## src/rtl/chop_pkg.sv

```systemverilog
`timescale 1ns/1ps
// Shared types for the current-chopping bridge controller.
// Assumes: one phase value is in force per clock; leg states are mutually exclusive.
package chop_pkg;

    typedef enum logic [2:0] {
        PH_OFF   = 3'd0,   // all switches open
        PH_DRIVE = 3'd1,   // legs follow commands
        PH_FAST  = 3'd2,   // legs reversed
        PH_SLOW  = 3'd3,   // both low sides on
        PH_DIS   = 3'd4    // period disabled by level code
    } phase_e;

    typedef enum logic [1:0] {
        DEC_SLOW  = 2'd0,
        DEC_MIXED = 2'd1,
        DEC_FAST  = 2'd2
    } decay_e;

    typedef enum logic [1:0] {
        LEG_OFF = 2'd0,
        LEG_HI  = 2'd1,
        LEG_LO  = 2'd2
    } leg_e;

    // Map the three-level select pin encoding onto a decay style.
    function automatic decay_e decode_decay(input logic [1:0] sel);
        case (sel)
            2'b00:   return DEC_SLOW;
            2'b10:   return DEC_FAST;
            default: return DEC_MIXED;
        endcase
    endfunction

endpackage

```

## src/rtl/chop_period_timer.sv

```systemverilog
`timescale 1ns/1ps
// Free-running PWM period counter with blanking and mixed-split flags.
// Assumes: BLANK_CYC < PERIOD_CYC and 1 <= MIX_CYC <= PERIOD_CYC-1.
// Reset parks the count on the last value so the first period starts on release.
module chop_period_timer #(
    parameter int PERIOD_CYC = 2500,
    parameter int BLANK_CYC  = 188,
    parameter int MIX_CYC    = 1875,
    parameter int CW         = 12
) (
    input  logic          clk,
    input  logic          rst_n,
    output logic [CW-1:0] cnt,
    output logic          wrap,
    output logic          blank_over,
    output logic          mix_next
);

    localparam logic [CW-1:0] LAST    = CW'(PERIOD_CYC - 1);
    localparam logic [CW-1:0] BLANK_W = CW'(BLANK_CYC);
    localparam logic [CW-1:0] MIX_M1  = CW'(MIX_CYC - 1);

    assign wrap       = (cnt == LAST);
    assign blank_over = (cnt >= BLANK_W);
    assign mix_next   = (cnt >= MIX_M1);

    // Advance the count, restarting at zero after the last cycle.
    always_ff @(posedge clk) begin
        if (!rst_n)    cnt <= LAST;
        else if (wrap) cnt <= '0;
        else           cnt <= cnt + 1'b1;
    end

endmodule

```

## src/rtl/chop_phase_ctrl.sv

```systemverilog
`timescale 1ns/1ps
// Phase sequencer: drive, then slow / fast / mixed decay until the period ends.
// Assumes: wrap marks the last cycle of a period; level and decay settings are
// latched only on that cycle.
module chop_phase_ctrl
    import chop_pkg::*;
(
    input  logic       clk,
    input  logic       rst_n,
    input  logic       wrap,
    input  logic       blank_over,
    input  logic       mix_next,
    input  logic [1:0] level_code,
    input  logic [1:0] decay_sel,
    input  logic       trip_i,
    input  logic       near_zero_i,
    output phase_e     phase,
    output logic [1:0] ref_scale
);

    decay_e     dec_q, dec_n;
    phase_e     ph_n;
    logic [1:0] lvl_n;

    // Next phase and next latched settings.
    always_comb begin
        ph_n  = phase;
        dec_n = dec_q;
        lvl_n = ref_scale;
        if (wrap) begin
            lvl_n = level_code;
            dec_n = decode_decay(decay_sel);
            ph_n  = (level_code == 2'b11) ? PH_DIS : PH_DRIVE;
        end else begin
            case (phase)
                PH_DRIVE: begin
                    if (trip_i && blank_over) begin
                        if (dec_q == DEC_SLOW || (dec_q == DEC_MIXED && mix_next))
                            ph_n = PH_SLOW;
                        else
                            ph_n = PH_FAST;
                    end
                end
                PH_FAST: begin
                    if (dec_q == DEC_MIXED && mix_next) ph_n = PH_SLOW;
                    else if (near_zero_i)              ph_n = PH_OFF;
                end
                PH_OFF: begin
                    if (dec_q == DEC_MIXED && mix_next) ph_n = PH_SLOW;
                end
                default: ph_n = phase;
            endcase
        end
    end

    // Register phase and period settings.
    always_ff @(posedge clk) begin
        if (!rst_n) begin
            phase     <= PH_OFF;
            dec_q     <= DEC_SLOW;
            ref_scale <= 2'b00;
        end else begin
            phase     <= ph_n;
            dec_q     <= dec_n;
            ref_scale <= lvl_n;
        end
    end

endmodule

```

## src/rtl/chop_leg_drive.sv

```systemverilog
`timescale 1ns/1ps
// One output leg: picks the wanted leg state from the phase and the command bit,
// and inserts a single all-off clock whenever the leg swaps high and low.
// Assumes: enables are registered; reset opens both switches.
module chop_leg_drive
    import chop_pkg::*;
(
    input  logic   clk,
    input  logic   rst_n,
    input  phase_e phase,
    input  logic   cmd,
    output logic   hi_en,
    output logic   lo_en
);

    leg_e want, applied, applied_n;

    // Wanted leg state for the current phase.
    always_comb begin
        case (phase)
            PH_DRIVE: want = cmd ? LEG_HI : LEG_LO;
            PH_FAST:  want = cmd ? LEG_LO : LEG_HI;
            PH_SLOW:  want = LEG_LO;
            default:  want = LEG_OFF;
        endcase
    end

    // Dead-time rule: a direct high/low swap passes through off.
    always_comb begin
        if ((applied == LEG_HI && want == LEG_LO) || (applied == LEG_LO && want == LEG_HI))
            applied_n = LEG_OFF;
        else
            applied_n = want;
    end

    // Register the applied leg state.
    always_ff @(posedge clk) begin
        if (!rst_n) applied <= LEG_OFF;
        else        applied <= applied_n;
    end

    assign hi_en = (applied == LEG_HI);
    assign lo_en = (applied == LEG_LO);

endmodule

```

## src/rtl/chop_bridge_ctrl.sv

```systemverilog
`timescale 1ns/1ps
// Current-chopping H-bridge controller top.
// Assumes: trip and near-zero inputs are already synchronous to clk; the
// period, blanking and mixed split are clock counts derived from parameters.
module chop_bridge_ctrl
    import chop_pkg::*;
#(
    parameter int PERIOD_CYC = 2500,
    parameter int BLANK_CYC  = 188
) (
    input  logic       clk,
    input  logic       rst_n,
    input  logic       cmd_leg1,
    input  logic       cmd_leg2,
    input  logic [1:0] level_code,
    input  logic [1:0] decay_sel,
    input  logic       trip_i,
    input  logic       near_zero_i,
    output logic       leg1_hi,
    output logic       leg1_lo,
    output logic       leg2_hi,
    output logic       leg2_lo,
    output logic [1:0] ref_scale
);

    localparam int MIX_CYC = (PERIOD_CYC * 3) / 4;
    localparam int CW      = $clog2(PERIOD_CYC);
    localparam int NLEG    = 2;

    logic [CW-1:0]   cnt;
    logic            wrap, blank_over, mix_next;
    phase_e          phase;
    logic [NLEG-1:0] cmd, hi_en, lo_en;

    assign cmd = {cmd_leg2, cmd_leg1};

    chop_period_timer #(
        .PERIOD_CYC (PERIOD_CYC),
        .BLANK_CYC  (BLANK_CYC),
        .MIX_CYC    (MIX_CYC),
        .CW         (CW)
    ) u_timer (
        .clk        (clk),
        .rst_n      (rst_n),
        .cnt        (cnt),
        .wrap       (wrap),
        .blank_over (blank_over),
        .mix_next   (mix_next)
    );

    chop_phase_ctrl u_phase (
        .clk         (clk),
        .rst_n       (rst_n),
        .wrap        (wrap),
        .blank_over  (blank_over),
        .mix_next    (mix_next),
        .level_code  (level_code),
        .decay_sel   (decay_sel),
        .trip_i      (trip_i),
        .near_zero_i (near_zero_i),
        .phase       (phase),
        .ref_scale   (ref_scale)
    );

    for (genvar g = 0; g < NLEG; g++) begin : g_leg
        chop_leg_drive u_leg (
            .clk   (clk),
            .rst_n (rst_n),
            .phase (phase),
            .cmd   (cmd[g]),
            .hi_en (hi_en[g]),
            .lo_en (lo_en[g])
        );
    end

    assign leg1_hi = hi_en[0];
    assign leg1_lo = lo_en[0];
    assign leg2_hi = hi_en[1];
    assign leg2_lo = lo_en[1];

endmodule

```

## config.mk

```make
export PLATFORM = sky130hd
export DESIGN_NAME = chop_bridge_ctrl
export DESIGN_NICKNAME = d
export VERILOG_FILES = /design/src/rtl/chop_pkg.sv /design/src/rtl/chop_period_timer.sv /design/src/rtl/chop_phase_ctrl.sv /design/src/rtl/chop_leg_drive.sv /design/src/rtl/chop_bridge_ctrl.sv
export SDC_FILE = /design/constraint.sdc
export NUM_CORES = 1
export LEC_CHECK = 0
export BUFFER_PORTS_ARGS = -buffer_cell sky130_fd_sc_hd__buf_2
export CORE_MARGIN = 1
export CORE_UTILIZATION = 50
export CTS_CLUSTER_DIAMETER = 150
export DETAILED_ROUTE_END_ITERATION = 16
export PLACE_DENSITY = 0.74
export REMOVE_ABC_BUFFERS = 1
export SLEW_MARGIN = 10
export SYNTH_ARGS = -nofsm -noshare
export SYNTH_HDL_FRONTEND = slang
export SYNTH_SLANG_ARGS = --single-unit
```

## constraint.sdc

```tcl
create_clock -name clk -period 1.7 [get_ports clk]
set_clock_uncertainty 0.05 [all_clocks]
set_input_delay 0.34 -clock clk [delete_from_list [all_inputs] [get_ports clk]]
set_output_delay 0.34 -clock clk [all_outputs]
set_load 0.01 [all_outputs]
```

After elaboration in Yosys (flattened, before gate mapping)
Cells that the tools add are included.

storage, ports and cells
  register bits = 23
  input port bits = 10

operators by class
  reductions and logical operators = 17
  $add $sub $neg = 1
  muxes and demuxes = 16
  magnitude comparators = 2
  bitwise operators = 1
  equality and inequality tests = 18

operators by type and width
  kind                                                                      count
  3-bit two-way mux                                                         6
  12-bit by 1-bit adder with 12-bit output (second input constant)          1
  12-bit equality test (second input constant)                              1
  2-bit equality test (second input constant)                               6
  12-bit by 11-bit >= comparator with 1-bit output (second input constant)  1
  12-bit by 8-bit >= comparator with 1-bit output (second input constant)   1
  12-bit two-way mux                                                        1
  2-bit case mux with 3 select lines                                        2
  2-bit by 1-bit equality test with 1-bit output (second input constant)    5
  3-bit case mux with 3 select lines                                        1
  2-bit two-way mux                                                         4
  3-bit by 2-bit equality test with 1-bit output (second input constant)    2
  1-bit logical AND                                                         6
  2-bit OR reduction                                                        3
  2-bit zero test                                                           2
  4-bit inequality test (second input constant)                             1
  2-bit case mux with 2 select lines                                        1
  4-bit AND reduction                                                       1
  4-bit nonzero test                                                        1
  3-bit by 1-bit equality test with 1-bit output (second input constant)    1
  3-bit zero test                                                           1
  1-bit logical OR                                                          3
  3-bit by 1-bit inequality test with 1-bit output (second input constant)  1
  3-bit inequality test (second input constant)                             1
  2 further kinds                                                           2

Logic depth before layout (Yosys ltp)
Gate-level depths: netlist of run 1.

  depth in word-level cells = 7
  mapped depth = 7
  depth with buffers taken out = 7

Modules after synthesis
A second synthesis of run 1 with hierarchy kept.

second synthesis, totals
  cell total of the unflattened synthesis = 136
  area total of the unflattened synthesis = 1226.2 µm²

modules (own cells, without submodules)
  module             times used  sequential area each (µm²)  cells each  area each (µm²)
  chop_period_timer  1           240.2                       78          673.1
  chop_phase_ctrl    1           140.1                       38          347.8
  chop_leg_drive     2           40.0                        10          102.6

Worst setup path after synthesis of run 1
Ideal clock, no wire load.

  path kind = reg2reg
  from = register u_timer.cnt[1]
  to = register u_phase.phase[0]
  arrival = 1518 ps
  setup time = 120 ps
  stages on the path, launching flop included = 7
  period minus slack after synthesis = 1688 ps
  path slack = 12 ps
  cells stage by stage = dfxtp_1 ha_1 and3_1 nand4_2 o21ai_0 a21oi_1 a211o_1

on the way
  cells in the longest elaborated chain, start to end = 7
  elaborated cells between the ends (all ways) = 16
  classes of those cells = order compare: 2; eq/ne: 4; mux: 5; reduce/logical: 5

RTL lines
  element                                           RTL line                                                             RTL
  from (decl)                                       chop_period_timer.sv:13                                              output logic [CW-1:0] cnt,
  from (signal assigned)                            chop_period_timer.sv:31                                              else cnt <= cnt + 1'b1;
  12-bit by 11-bit >= comparator with 1-bit output  chop_period_timer.sv:25                                              assign mix_next = (cnt >= MIX_M1);
  1-bit logical AND                                 chop_phase_ctrl.sv:38, chop_phase_ctrl.sv:45, chop_phase_ctrl.sv:49
  1-bit logical OR                                  chop_phase_ctrl.sv:38                                                if (dec_q == DEC_SLOW || (dec_q == DEC_MIXED && mix_next))
  1-bit two-way mux                                 chop_phase_ctrl.sv:38
  3-bit two-way mux                                 chop_phase_ctrl.sv:37                                                if (trip_i && blank_over) begin
  3-bit case mux with 3 select lines                chop_phase_ctrl.sv:35                                                case (phase)
  3-bit two-way mux                                 chop_phase_ctrl.sv:30                                                if (wrap) begin
  to (signal assigned)                              chop_phase_ctrl.sv:63                                                phase <= ph_n;
  to (decl)                                         chop_phase_ctrl.sv:17                                                output phase_e phase,

Parallel ways exist; a longest one is shown, timed or not. The select of a mux whose other input is x is not followed.
A chain may end at the register's enable or synchronous reset.

Worst setup path after layout of run 1
  from = register u_timer.cnt[2]
  to = register u_phase.phase[0]

The elaborated chain is that of the path after synthesis.

==> flow_summary.json, run 1 <==
{
  "fin_setup_tns_ps": 0,
  "fin_crit_sh_pct": 97.6,
  "core_region_area_mm2": 0.00221,
  "cp_max_fo": 4,
  "yosysSeqAreaShare_pct": 39.4,
  "total_number_of_vias": 1086,
  "route.antenna.remaining_nets": 0,
  "numCtsBuffers": 3,
  "yosys_warnings": 0,
  "share_seq_of_total_power_pct": 40.5,
  "rows": 17,
  "gp_routability_congestion": 0.821,
  "detail_route.iter0.violations": 13,
  "die_area_mm2": 0.00253,
  "synth_seq_cells": 23,
  "synth_top_cell_by_area": "sky130_fd_sc_hd__dfxtp_1",
  "max_cap_violations": 0,
  "power.share.combinational_pct": 48.5,
  "path_cells": "a41o_1, a21oi_2, or3b_1, a221oi_1, a211o_1",
  "tightestPinTransition_ps": 375,
  "crit_path_start_kind": "flop",
  "criticalPathCategory": "flop to flop",
  "layout.cell_area.non_filler_mm2": 0.00143,
  "critical_path_arrival_ps": 1870,
  "min-delay-path-class": "primary input to flop",
  "clock_tree_from_tritoncts": "done",
  "synth.avg_cell_area_um2": 8.52,
  "syn-cell-area_mm2": 0.00117,
  "yosys-top-cells-area": "sky130_fd_sc_hd__dfxtp_1 39%, sky130_fd_sc_hd__xor2_1 6.0%, sky130_fd_sc_hd__nand2_1 4.2%, sky130_fd_sc_hd__nor2_1 4.2%, sky130_fd_sc_hd__o21ai_0 3.9%",
  "totalPowerFinal_mw": 2.27,
  "grt_max_degree": 15,
  "dp_cells": 188,
  "grt_pass1_wl_um": 4100,
  "port_buffers": 15,
  "synthDominantCellAreaShare_pct": 39.4,
  "flow.area_growth_from_synthesis_pct": 22.8,
  "start_util_pct": 52.8,
  "kind_of_end_point_of_the_critical_path": "flop",
  "first_global_vias": 1013,
  "finalNetCount": 177,
  "fp.dieW_um": 50.3,
  "fin_max_slew_vios": 0,
  "drt_pre_antenna_iters": 4,
  "fmax_ghz": 0.603,
  "cts.sink_count": 23,
  "final_core_utilization_pct": 64.8,
  "critPathRequiredTime_ps": 1920,
  "clockRootBuffer": "sky130_fd_sc_hd__clkbuf_4",
  "power.share.clock_pct": 11.0,
  "timing.hold.ws_ps": 224,
  "hpwl_after_detailed_placement_um": 1740,
  "final-setup-viol-count": 0,
  "synth_cells": 137,
  "grt_overflow_total": 0,
  "antenna_diodes": 0,
  "clock_latency_ps": 310,
  "worst_slew_margin_rel_pct": 75.0,
  "final-hold-violation-count": 0,
  "p_int_mw": 1.35,
  "via_per_inst": 5.66,
  "path_clk_slew_ps": 120,
  "htree_num_levels": 1,
  "io_pins": 16,
  "track_usage_pct": 21.2,
  "yosysUniqueCellTypes": 37,
  "cp_slowest_cell": "sky130_fd_sc_hd__or3b_1",
  "max-vdd-ir-drop_mv": 1.07,
  "final_layout_size_suffix_gt1_share_pct": 30.5,
  "preCtsSetupSlack_ps": -20.8,
  "min_period_ps": 1660,
  "detail_route.drc_violations": 0,
  "dieHeight_um": 50.3,
  "finish.cell_count_without_fillers": 192,
  "power.switching_mw": 0.918,
  "wl_per_cell_um": 13.3,
  "timing.critical_path.slowest_cell_delay_ps": 400,
  "powerDensity_mw_per_mm2": 1580,
  "total_routed_wirelength_um": 2560,
  "switching_part_of_the_total_pct": 40.4,
  "run_status": "finished clean",
  "grt_antenna_before_repair": 0,
  "post_dp_cell_area_mm2": 0.00136,
  "cts-root-to-sink-buffers": 2,
  "final_critical_path_setup_slack_ps": 41.0,
  "total_leakage_power_nw": 0.588
}
layout make-up:
class	count	area, um^2
Clock buffer	4	26.3
Multi-Input combinational cell	106	714
Sequential cell	23	470
Inverter	2	7.51
Tap cell	28	35.0
Fill cell	207	778
Timing Repair Buffer	29	180
cells in the final DEF, fill, tap and decap left out, drive strengths merged, types with 4 or more instances in the layout:
| cell | instances |
|---|---|
| a21boi | 4 |
| a21oi | 7 |
| buf | 29 |
| clkbuf | 4 |
| dfxtp | 23 |
| nand2 | 13 |
| nand3 | 5 |
| nor2 | 13 |
| nor2b | 5 |
| nor3 | 7 |
| o21ai | 9 |
| xor2 | 8 |
critical path: cells and delay by family, from the launching register on:
| kind | cells | cell delay [ps] |
|---|---|---|
| flops | 1 | 390 |
| compound gates | 4 | 780 |
| simple gates | 1 | 400 |
metal layers:
metal	wire length (um)	GRT usage, %
met5	0	0
met4	67	13.0
met3	95	4.24
met2	1340	36.9
met1	1050	23.5
state kept, by name, summed over array words and instances, names as in the netlist:
register / count
u_phase.dec_q: 2
u_timer.cnt: 12
g_leg.u_leg.applied: 4
u_phase.ref_scale: 2
u_phase.phase: 3
cell usage after synthesis (all sizes together):
library cell and instances:
dfxtp 23, nand2 13, nor2 13, o21ai 9, xor2 8, a21oi 7
nor3 7, nand3 5, nor2b 5, a21boi 4, buf 4, and3 3
and4 3, nand2b 3, nor3b 3, clkbuf 2, ha 2, inv 2
mux2 2, mux2i 2, nand4 2, xnor2 2, a211o 1, a211oi 1
a221oi 1, a41o 1, and2 1, and4bb 1, nand3b 1, nor4 1
nor4b 1, o2111ai 1, o21a 1, or3b 1, or4 1
cell families (layout without fill, tap and decap cells):
logic type	Yosys count	in the layout	share of synthesized area [%]
simple gates	64	64	30.1
compound gates	26	26	14.1
flops	23	23	39.4
xor+xnor	10	10	7.50
buf+inv	8	35	3.00
mux	4	4	3.64
fa+ha+maj	2	2	2.14
power by group through the flow:
stage	Combinational, mW	Clock, mW	Sequential [mW]
2_1_floorplan	0.578	0	0.888
3_3_place_gp	0.952	0	0.889
3_5_place_dp	0.974	0	0.903
4_1_cts	0.986	0.257	0.897
5_1_grt	1.22	0.281	0.946
6_report	1.10	0.249	0.921
worst paths after layout:
kind,from,to,slack (ps),depth (start not counted)
worst max register to register,u_timer.cnt[2],u_phase.phase[0],40,5
worst min-delay path,level_code[1],u_phase.ref_scale[1],220,3
worst max-delay path,u_timer.cnt[2],u_phase.phase[0],40,5
worst min register to register,u_phase.ref_scale[1],u_phase.ref_scale[1],420,2
repair_timing:
item / 4_1_cts / 5_1_grt
endpoints found under the setup margin: 1 / 2
hold buffers: 0 / 0
resized for setup: 2 / 18
setup buffers: 0 / 0
pin swaps: 0 / 3
No activity file was read; power rests on OpenSTA's default activity.
==> inputs of run 2 (changes only) <==
- ABC_AREA: unset -> 1
- CORE_UTILIZATION: 50 -> 51
==> run 2 against run 1 <==
Effect of this change: worst hold slack worse by 30 ps; global-route usage rose by 1.5 points; clock power is 6% higher; routed wire length is 5.0% higher; largest power group unchanged.
==> flow_summary.json, run 2 <==
{
  "drt_pre_antenna_iters": 4,
  "timing.reg2reg.setup_slack_ps": 110,
  "final-setup-viol-count": 0,
  "yosysMostFrequentCell": "sky130_fd_sc_hd__nand2_1",
  "numCtsBuffers": 3,
  "synth_top_cell_by_area": "sky130_fd_sc_hd__dfxtp_1",
  "fin_max_slew_vios": 0,
  "post_dp_cell_area_mm2": 0.00139,
  "track_usage_pct": 22.7,
  "rsz0062_at_grt": "yes",
  "fin_crit_sh_pct": 93.5,
  "yosysUniqueCellTypes": 26,
  "rows": 17,
  "regToRegStartpoint": "u_timer.cnt[1]",
  "fmax_ghz": 0.629,
  "htree_num_levels": 1,
  "grt_antenna_before_repair": 0,
  "clock_tree_from_tritoncts": "done",
  "yosys_warnings": 0,
  "powerDensity_mw_per_mm2": 1300,
  "hpwl_after_detailed_placement_um": 2100,
  "worst_slew_margin_rel_pct": 75.2,
  "finalNetCount": 226,
  "cp_num_buf_inv": 2,
  "critical_path_arrival_ps": 1770,
  "gp_routability_congestion": 0.861,
  "final_common_cell": "sky130_fd_sc_hd__nand2_1",
  "wl_per_cell_um": 11.1,
  "clock_latency_ps": 320,
  "final-hold-violation-count": 0,
  "timing.critical_path.slowest_cell_delay_ps": 390,
  "clockRootBuffer": "sky130_fd_sc_hd__clkbuf_4",
  "layout.cell_area.non_filler_mm2": 0.00145,
  "synthDominantCellAreaShare_pct": 36.0,
  "core_region_area_mm2": 0.00228,
  "yosys-top-cells-area": "sky130_fd_sc_hd__dfxtp_1 36%, sky130_fd_sc_hd__nand2_1 12%, sky130_fd_sc_hd__nor2_1 9.7%, sky130_fd_sc_hd__inv_1 8.2%, sky130_fd_sc_hd__nand3_1 3.9%",
  "biggestRegsByFlops": "u_timer.cnt (12), g_leg.u_leg.applied (4), u_phase.phase (3)",
  "critPathRequiredTime_ps": 1880,
  "layout_common_cells": "40 x sky130_fd_sc_hd__nand2_1, 32 x sky130_fd_sc_hd__nor2_1, 28 x sky130_fd_sc_hd__inv_1",
  "detail_route.iter0.violations": 34,
  "grt_pass1_wl_um": 4600,
  "regMostFlops": "u_timer.cnt",
  "crit_path_start_kind": "flop",
  "synth_cells": 189,
  "synth_top_flop_cell": "sky130_fd_sc_hd__dfxtp_1",
  "reg2reg_depth": 7,
  "syn-cell-area_mm2": 0.00128,
  "ys_top_cells_by_count": "41 x sky130_fd_sc_hd__nand2_1, 33 x sky130_fd_sc_hd__nor2_1, 28 x sky130_fd_sc_hd__inv_1",
  "tightestPinTransition_ps": 366,
  "cts.sink_count": 23,
  "cp_slowest_cell": "sky130_fd_sc_hd__dfxtp_2",
  "antenna_diodes": 0,
  "max_cap_violations": 0,
  "worst_path_dominant_cell_family": "simple AND/OR/NAND/NOR gates",
  "first_global_vias": 1141,
  "run_status": "finished clean",
  "port_buffers": 15,
  "largest_register_ff_count": 12,
  "min_period_ps": 1590,
  "die_area_mm2": 0.00271,
  "via_per_inst": 5.20,
  "criticalPathCategory": "flop to flop",
  "total_routed_wirelength_um": 2680,
  "detail_route.drc_violations": 0,
  "path_clk_slew_ps": 140,
  "fillerInstances": 213,
  "regToRegEndpoint": "u_phase.ref_scale[0]",
  "final_layout_size_suffix_gt1_share_pct": 20.7,
  "dieHeight_um": 52.1,
  "flow.area_growth_from_synthesis_pct": 13.6,
  "synth_async_sr_flop_share_pct": 0,
  "fp.dieW_um": 52.1,
  "start_util_pct": 56.1,
  "yosysSeqAreaShare_pct": 36.0,
  "cts-root-to-sink-buffers": 2,
  "critPathLaunch": "u_timer.cnt[1]",
  "grt_overflow_total": 0,
  "preCtsSetupSlack_ps": 31.2,
  "total_number_of_vias": 1253,
  "route.antenna.remaining_nets": 0,
  "path_cells": "ha_1, inv_1, nor3_1, nand3_2, buf_4, o21ai_0, nor2_1",
  "kind_of_end_point_of_the_critical_path": "flop",
  "synth_edf_count": 0,
  "crit_cells": 7,
  "cp_max_fo": 7,
  "worst_setup_path_endpoint": "u_phase.ref_scale[0]",
  "max-vdd-ir-drop_mv": 0.814,
  "synth_seq_cells": 23,
  "timing.hold.ws_ps": 194,
  "cts_hold_buf": 0,
  "synth.avg_cell_area_um2": 6.76,
  "io_pins": 16,
  "min-delay-path-class": "primary input to flop",
  "final_critical_path_setup_slack_ps": 110,
  "total_leakage_power_nw": 0.708,
  "grt_max_degree": 14
}
## run 2: changes by cell type after synthesis, sizes merged, moves of 3 or more
cell    before  now
nor2        13   36
xor2         8    3
nor2b        5    0
and4         3    0
inv          2   32
nand2b       3    0
nand4        2    5
nor3b        3    0
buf          4    0
a21boi       4    0
nand2       13   44
nand3        5   12
## run 2: worst min-delay path by stage
stage,cells after the start,end,slack [ps],from
2_1_floorplan,1,u_timer.cnt[7],360,rst_n
4_1_cts,3,u_phase.ref_scale[1],200,level_code[1]
6_report,3,u_phase.ref_scale[1],190,level_code[1]
3_3_place_gp,2,u_phase.ref_scale[1],390,u_phase.ref_scale[1]
5_1_grt,2,u_phase.dec_q[1],210,decay_sel[1]
3_5_place_dp,2,u_phase.ref_scale[1],400,u_phase.ref_scale[1]
## run 2: per-layer routing
layer / global-route usage (%) / wire, um / vias to the layer above
li1: - / - / 650
met4: 6.76 / 25 / 0
met1: 28.7 / 1300 / 576
met5: 0 / 0 / -
met2: 39.1 / 1260 / 23
met3: 3.51 / 98 / 4
## run 2: worst min-delay path, cell delays in order
cell and delay, ps:
sky130_fd_sc_hd__buf_2 90, sky130_fd_sc_hd__nand3_1 60, sky130_fd_sc_hd__nand2_1 50
## run 2: kinds of logic (layout without fill, tap and decap cells)
| logic type | after synthesis | count (layout) | share of synthesized area [%] |
|---|---|---|---|
| simple gates | 106 | 106 | 38.7 |
| buf+inv | 33 | 57 | 10.9 |
| flops | 23 | 23 | 36.0 |
| compound gates | 22 | 22 | 10.4 |
| xor+xnor | 3 | 3 | 2.06 |
| fa+ha+maj | 2 | 2 | 1.96 |
## run 2: power by group
group	switching [mW]	total, mW	internal, mW
combinational	0.502	0.821	0.320
clock	0.178	0.265	0.0880
sequential	0.131	0.794	0.663
total	0.810	1.88	1.07
## run 2: cell type report
class	count	area [um^2]	share of cell area [%]
timing repair buffer	21	120	8.28
sequential	23	465	32.1
multi-input combinational	133	683	47.1
tap	28	35.0	2.41
clock inverter	1	5.00	0.345
inverter	32	120	8.28
clock buffer	3	22.5	1.55
## run 2: timing repair
item                                    4_1_cts  5_1_grt
setup buffers                                 0        3
hold endpoints to repair                      0        0
endpoints found under the setup margin        0        5
resized for setup                             0        5
## run 2: through the flow
stage	total power [mW]	TNS (ps)	instances	utilization, %
2_1_floorplan	1.35	0	188	-
6_report	1.88	0	241	63.8
4_1_cts	1.83	0	238	62.3
3_3_place_gp	1.54	0	234	61.1
3_5_place_dp	1.57	0	234	61.1
5_1_grt	2.04	-8.25	241	63.8
